**config.mk**
```make
export PLATFORM = sky130hd
export DESIGN_NAME = blk_xlate_match
export DESIGN_NICKNAME = d
export VERILOG_FILES = /design/src/rtl/blk_xlate_pkg.sv /design/src/rtl/blk_xlate_regs.sv /design/src/rtl/blk_xlate_entry.sv /design/src/rtl/blk_xlate_pick.sv /design/src/rtl/blk_xlate_match.sv
export SDC_FILE = /design/constraint.sdc
export NUM_CORES = 1
export LEC_CHECK = 0
export BUFFER_PORTS_ARGS = -buffer_cell sky130_fd_sc_hd__buf_2
export CAP_MARGIN = 20
export CORE_MARGIN = 2
export CORE_UTILIZATION = 55
export DETAILED_ROUTE_END_ITERATION = 8
export GPL_TIMING_DRIVEN = 0
export HOLD_SLACK_MARGIN = 0.05
export PLACE_DENSITY_LB_ADDON = 0.15
export SKIP_CTS_REPAIR_TIMING = 1
export SYNTH_ARGS = -nofsm -noshare
export SYNTH_HDL_FRONTEND = slang
export SYNTH_HIERARCHICAL = 1
export SYNTH_SLANG_ARGS = --single-unit
export TNS_END_PERCENT = 30
```
**constraint.sdc**
```tcl
create_clock -name clk -period 7.5 [get_ports clk]
set_input_delay 1.5 -clock clk [delete_from_list [all_inputs] [get_ports clk]]
set_output_delay 1.5 -clock clk [all_outputs]
set_load 0.02 [all_outputs]
```
**src/rtl/blk_xlate_pkg.sv**
```systemverilog
package blk_xlate_pkg;
   localparam int WORD_W = 32;
   typedef logic [WORD_W-1:0] word_t;
   typedef struct packed {
      word_t upper;
      word_t lower;
   } pair_t;
   typedef enum logic [1:0] {
      ACC_READ  = 2'd0,
      ACC_WRITE = 2'd1,
      ACC_FETCH = 2'd2
   } acc_e;
endpackage

```
**src/rtl/blk_xlate_regs.sv**
```systemverilog
module blk_xlate_regs
   import blk_xlate_pkg::*;
#(
   parameter int NUM_ENTRIES = 4,
   parameter int IDX_W       = 2
) (
   input  logic             clk,
   input  logic             rst_n,
   input  logic             wr_en,
   input  logic             wr_instr,
   input  logic             wr_lower,
   input  logic [IDX_W-1:0] wr_idx,
   input  word_t            wr_data,
   input  logic             use_instr,
   output pair_t            sel_pairs [NUM_ENTRIES]
);
   // bank 0 holds data entries, bank 1 instruction entries
   for (genvar b = 0; b < 2; b++) begin : g_bank
      pair_t q [NUM_ENTRIES];
      always_ff @(posedge clk or negedge rst_n) begin
         if (!rst_n) begin
            for (int e = 0; e < NUM_ENTRIES; e++) q[e] <= '0;
         end else if (wr_en && (wr_instr == 1'(b)) && (int'(wr_idx) < NUM_ENTRIES)) begin
            if (wr_lower) q[wr_idx].lower <= wr_data;
            else          q[wr_idx].upper <= wr_data;
         end
      end
   end

   always_comb begin
      for (int e = 0; e < NUM_ENTRIES; e++)
         sel_pairs[e] = use_instr ? g_bank[1].q[e] : g_bank[0].q[e];
   end
endmodule

```
**src/rtl/blk_xlate_entry.sv**
```systemverilog
module blk_xlate_entry
   import blk_xlate_pkg::*;
#(
   parameter int EBI_LSB   = 17,
   parameter int LEN_LSB   = 2,
   parameter int LEN_W     = 11,
   parameter int PAGE_BITS = 12,
   parameter int SV_BIT    = 1,
   parameter int UV_BIT    = 0
) (
   input  pair_t      pair,
   input  word_t      ea,
   input  logic       priv,
   output logic       hit,
   output word_t      pa,
   output logic [2:0] perm
);
   localparam word_t EBI_MASK  = ~word_t'((64'd1 << EBI_LSB) - 64'd1);
   localparam word_t LEN_FMASK = word_t'(((64'd1 << LEN_W) - 64'd1) << LEN_LSB);
   localparam int    LEN_SHIFT = EBI_LSB - LEN_LSB;
   localparam word_t PAGE_MASK = ~word_t'((64'd1 << PAGE_BITS) - 64'd1);

   logic  usable;
   word_t mask;

   always_comb begin
      usable = priv ? pair.upper[SV_BIT] : pair.upper[UV_BIT];
      mask   = usable ? (EBI_MASK & ~((pair.upper & LEN_FMASK) << LEN_SHIFT)) : '0;
      hit    = usable && ((ea & mask) == (pair.upper & EBI_MASK));
      pa     = ((pair.lower & mask) | (ea & ~mask)) & PAGE_MASK;
      unique case (pair.lower[1:0])
         2'd0:    perm = 3'b000;
         2'd2:    perm = 3'b111;
         default: perm = 3'b101;
      endcase
   end
endmodule

```
**src/rtl/blk_xlate_pick.sv**
```systemverilog
module blk_xlate_pick
   import blk_xlate_pkg::*;
#(
   parameter int NUM_ENTRIES = 4
) (
   input  logic [NUM_ENTRIES-1:0] hit_vec,
   input  word_t                  pa_in   [NUM_ENTRIES],
   input  logic [2:0]             perm_in [NUM_ENTRIES],
   output logic                   any_hit,
   output word_t                  pa,
   output logic [2:0]             perm
);
   // scanned from the top down so the lowest index overrides
   always_comb begin
      any_hit = 1'b0;
      pa      = '0;
      perm    = '0;
      for (int e = NUM_ENTRIES - 1; e >= 0; e--) begin
         if (hit_vec[e]) begin
            any_hit = 1'b1;
            pa      = pa_in[e];
            perm    = perm_in[e];
         end
      end
   end
endmodule

```
**src/rtl/blk_xlate_match.sv**
```systemverilog
module blk_xlate_match
   import blk_xlate_pkg::*;
#(
   parameter int NUM_ENTRIES = 4,
   parameter int EBI_LSB     = 17,
   parameter int LEN_LSB     = 2,
   parameter int LEN_W       = 11,
   parameter int PAGE_BITS   = 12,
   localparam int IDX_W      = $clog2(NUM_ENTRIES)
) (
   input  logic             clk,
   input  logic             rst_n,
   input  logic             wr_en,
   input  logic             wr_instr,
   input  logic             wr_lower,
   input  logic [IDX_W-1:0] wr_idx,
   input  logic [31:0]      wr_data,
   input  logic             req_valid,
   input  logic [1:0]       req_kind,
   input  logic             req_priv,
   input  logic [31:0]      req_ea,
   output logic             rsp_valid,
   output logic             rsp_hit,
   output logic [31:0]      rsp_pa,
   output logic [2:0]       rsp_perm
);
   if (NUM_ENTRIES < 2)
      $error("NUM_ENTRIES must be at least 2");
   if (LEN_LSB < 2)
      $error("length field overlaps the valid bits");
   if (LEN_LSB + LEN_W > EBI_LSB)
      $error("length field overlaps the base field");
   if (EBI_LSB + LEN_W > WORD_W)
      $error("shifted length field exceeds the word");
   if (PAGE_BITS > EBI_LSB)
      $error("page offset wider than smallest block");

   logic                   use_instr;
   pair_t                  pairs   [NUM_ENTRIES];
   logic [NUM_ENTRIES-1:0] hit_vec;
   word_t                  pa_vec  [NUM_ENTRIES];
   logic [2:0]             perm_vec[NUM_ENTRIES];
   logic                   any_hit;
   word_t                  pick_pa;
   logic [2:0]             pick_perm;

   assign use_instr = (acc_e'(req_kind) == ACC_FETCH);

   blk_xlate_regs #(.NUM_ENTRIES(NUM_ENTRIES), .IDX_W(IDX_W)) u_regs (
      .clk(clk), .rst_n(rst_n), .wr_en(wr_en), .wr_instr(wr_instr),
      .wr_lower(wr_lower), .wr_idx(wr_idx), .wr_data(wr_data),
      .use_instr(use_instr), .sel_pairs(pairs)
   );

   for (genvar e = 0; e < NUM_ENTRIES; e++) begin : g_ent
      blk_xlate_entry #(
         .EBI_LSB(EBI_LSB), .LEN_LSB(LEN_LSB), .LEN_W(LEN_W), .PAGE_BITS(PAGE_BITS)
      ) u_ent (
         .pair(pairs[e]), .ea(req_ea), .priv(req_priv),
         .hit(hit_vec[e]), .pa(pa_vec[e]), .perm(perm_vec[e])
      );
   end

   blk_xlate_pick #(.NUM_ENTRIES(NUM_ENTRIES)) u_pick (
      .hit_vec(hit_vec), .pa_in(pa_vec), .perm_in(perm_vec),
      .any_hit(any_hit), .pa(pick_pa), .perm(pick_perm)
   );

   always_ff @(posedge clk or negedge rst_n) begin
      if (!rst_n) begin
         rsp_valid <= 1'b0;
         rsp_hit   <= 1'b0;
         rsp_pa    <= '0;
         rsp_perm  <= '0;
      end else begin
         rsp_valid <= req_valid;
         if (req_valid) begin
            rsp_hit  <= any_hit;
            rsp_pa   <= pick_pa;
            rsp_perm <= pick_perm;
         end
      end
   end
endmodule

```
==> flow_summary.json <==
{
  "final_net_count": 1846,
  "final_design_area_no_fill_mm2": 0.0240,
  "place.detailed.hpwl_mm": 41.0,
  "power-per-cell-area_mw_per_mm2": 274,
  "critical-path-slowest-cell": "sky130_fd_sc_hd__nor4_2",
  "layout-area-overhead-vs-synth_pct": 13.5,
  "fp.dieW_um": 200,
  "grt_remaining_overflow": 0,
  "grt_setup_unrepaired": "false",
  "avgSynthCellArea_um2": 13.3,
  "path_class": "input pin to register",
  "gpl.final_weighted_congestion": 0.893,
  "placed_cell_area_mm2": 0.0225,
  "port_buffers": 90,
  "grt_max_degree": 115,
  "cp.depth": 17,
  "detailedPlace.worstSlack_ns": 0.569,
  "design.die.area_mm2": 0.0400,
  "drt.antenna.violating_nets": 0,
  "tritoncts_num_sinks": 397,
  "timing.final.hold_violations": 0,
  "dr.first_iter.drc_count": 705,
  "slew_worst_pin_ns": 0.944,
  "grt_use_total_pct": 29.2,
  "slew_headroom_pct": 36.6,
  "setup.reg_to_reg.worst_slack_ns": 3.72,
  "first_global_vias": 13800,
  "floorplan.initialDensity_pct": 55.9,
  "clockBufferDepth": 3,
  "peakVddDrop_mv": 0.164,
  "period_minus_slack_ns": 5.97,
  "regToRegEndpoint": "rsp_pa[24]",
  "globalRoute.busiestLayer": "met2",
  "clk_slew_on_worst_s_h_paths_ns": 0.06,
  "final_cell_mix": "sky130_fd_sc_hd__mux2_2 (546), sky130_fd_sc_hd__dfrtp_1 (397), sky130_fd_sc_hd__buf_2 (149)",
  "routed-via-count": 13400,
  "cpLargestDelayFamily": "buffers and inverters",
  "cp-startpoint": "req_kind[0]",
  "gr-usage-met3_pct": 4.91,
  "die-height_um": 200,
  "fillCellCount": 2930,
  "finalCritPeriodShare_pct": 79.6,
  "timing.hold.worst.class": "register to register",
  "fmax_ghz": 0.168,
  "drt_first_pass_iters": 5,
  "drc_violations_left": 0,
  "clock_tree.htree_level_count": 2,
  "source_to_sink_clock_delay_at_the_later_pin_of_the_worst_skew_pair_ns": 0.57,
  "worstHoldStart": "u_regs/g_bank[0].q[169]",
  "final_common_cell": "sky130_fd_sc_hd__mux2_2",
  "groute.layer.met2.usage_pct": 46.4,
  "cts_tree": "built",
  "io-pin-count": 112,
  "outcome": "finished clean",
  "number_of_antenna_violations_at_the_first_check_in_global_routing": 1,
  "critical_path.most_common_cell": "sky130_fd_sc_hd__clkbuf_1",
  "setup_viol": 0,
  "max_cap_viol_count": 0,
  "placeableCoreArea_mm2": 0.0378,
  "multi_input_comb_area_mm2": 0.00995,
  "cp_data_required_time_ns": 8.01,
  "avgRoutedWirePerCell_um": 24.4,
  "seq_area_mm2": 0.00993,
  "critPathArrivalTime_ns": 6.47,
  "netlist_instances": 1587,
  "number_of_buffers_created_by_cts": 44,
  "proportion_of_layout_cells_with_a_drive_suffix_above_1_pct": 54.8,
  "timing.critical_path.fanout_max": 10,
  "setup.worst_path.end_class": "register",
  "reg2reg_from": "u_regs/g_bank[0].q[32]",
  "worstPathCellList": "buf_2 -> nor2b_1 -> clkbuf_1 -> clkbuf_1 -> buf_8 -> mux2_2 -> mux2i_2 -> nor3b_1 -> xnor2_1 -> o2111ai_1 -> nor4_2 -> nor2b_2 -> buf_6 -> buf_12 -> a22oi_2 -> a21oi_2 -> mux2_4",
  "ctsRootBufferMaster": "sky130_fd_sc_hd__clkbuf_16",
  "power.leakage_nw": 10.6,
  "reg2reg_depth": 12,
  "detail_route.vias_per_cell": 5.79,
  "ys_warn_count": 6,
  "summed_instance_area_of_the_synthesized_netlist_mm2": 0.0211,
  "critical_path.endpoint": "rsp_pa[24]",
  "crit_path_max_incr_delay_ns": 0.81,
  "grt_pass1_wl_mm": 85.4,
  "critical_path_buffer_and_inverter_count": 6,
  "worst_clock_skew_ns": 0.0252,
  "slew_violations": 0,
  "global_route.usage.met1_pct": 40.1,
  "totalWireLength_mm": 56.5,
  "std_cell_rows": 71,
  "timing.critical_path.from_type": "input pin",
  "fin_setup_tns_ns": 0,
  "timing.final.ws_setup_ns": 1.53
}
worst min-delay path by stage:
stage / endpoint / slack (ns) / cells past startpoint
finish: u_regs/g_bank[0].q[169] / 0.49 / 1
global route: u_regs/g_bank[1].q[119] / 0.51 / 1
global placement: u_regs/g_bank[1].q[230] / 0.47 / 1
CTS: u_regs/g_bank[1].q[102] / 0.49 / 1
floorplan: u_regs/g_bank[1].q[102] / 0.46 / 1
detailed placement: u_regs/g_bank[0].q[169] / 0.48 / 1
worst reg2reg max path, delay by kind of cell, from the launching register on:
family,cells,cell delay [ns]
buffers and inverters,2,0.36
XOR/XNOR,1,0.27
flip-flops,1,0.39
AND/OR/NAND/NOR,3,1.26
multiplexers,3,0.93
AO/OA/AOI/OAI,3,0.50
metrics by stage:
stage | hold slack, ns | utilization (%) | instances | power [mW]
after floorplan | 0.459 | - | 1631 | 3.87
after CTS | 0.491 | 63.5 | 2309 | 6.59
after detailed placement | 0.477 | 59.5 | 2235 | 4.32
final | 0.493 | 63.5 | 2311 | 6.56
after global placement | 0.469 | 59.3 | 2232 | 4.25
after global routing | 0.506 | 63.5 | 2310 | 6.85
where the power goes:
part / switching, mW / internal, mW / leakage (nW)
sequential: 0.215 / 2.60 / 4.93
combinational: 0.697 / 0.803 / 4.98
clock: 0.866 / 1.39 / 0.731
total: 1.78 / 4.79 / 10.6
state kept, by name, indices dropped and copies added, names as in the netlist:
register and cells:
rsp_pa 32, u_regs/g_bank.q 360, rsp_perm 3, rsp_hit 1, rsp_valid 1
layout make-up:
cell class	instances	share of cell area (%)
sequential	397	41.4
antenna	1	0.0104
timing repair buffer	94	2.33
clock inverter	11	0.882
inverter	1	0.0157
buffer	211	5.85
tap	511	2.67
clock buffer	63	5.35
multi-input combinational	1022	41.5
routing by layer:
metal  routed length [µm]  part of all wire [%]
met5                    0                     0
met4                 1920                   3.4
met3                 2970                   5.3
met2                26200                    46
met1                25400                    45
(Power assumes the default switching activity.)
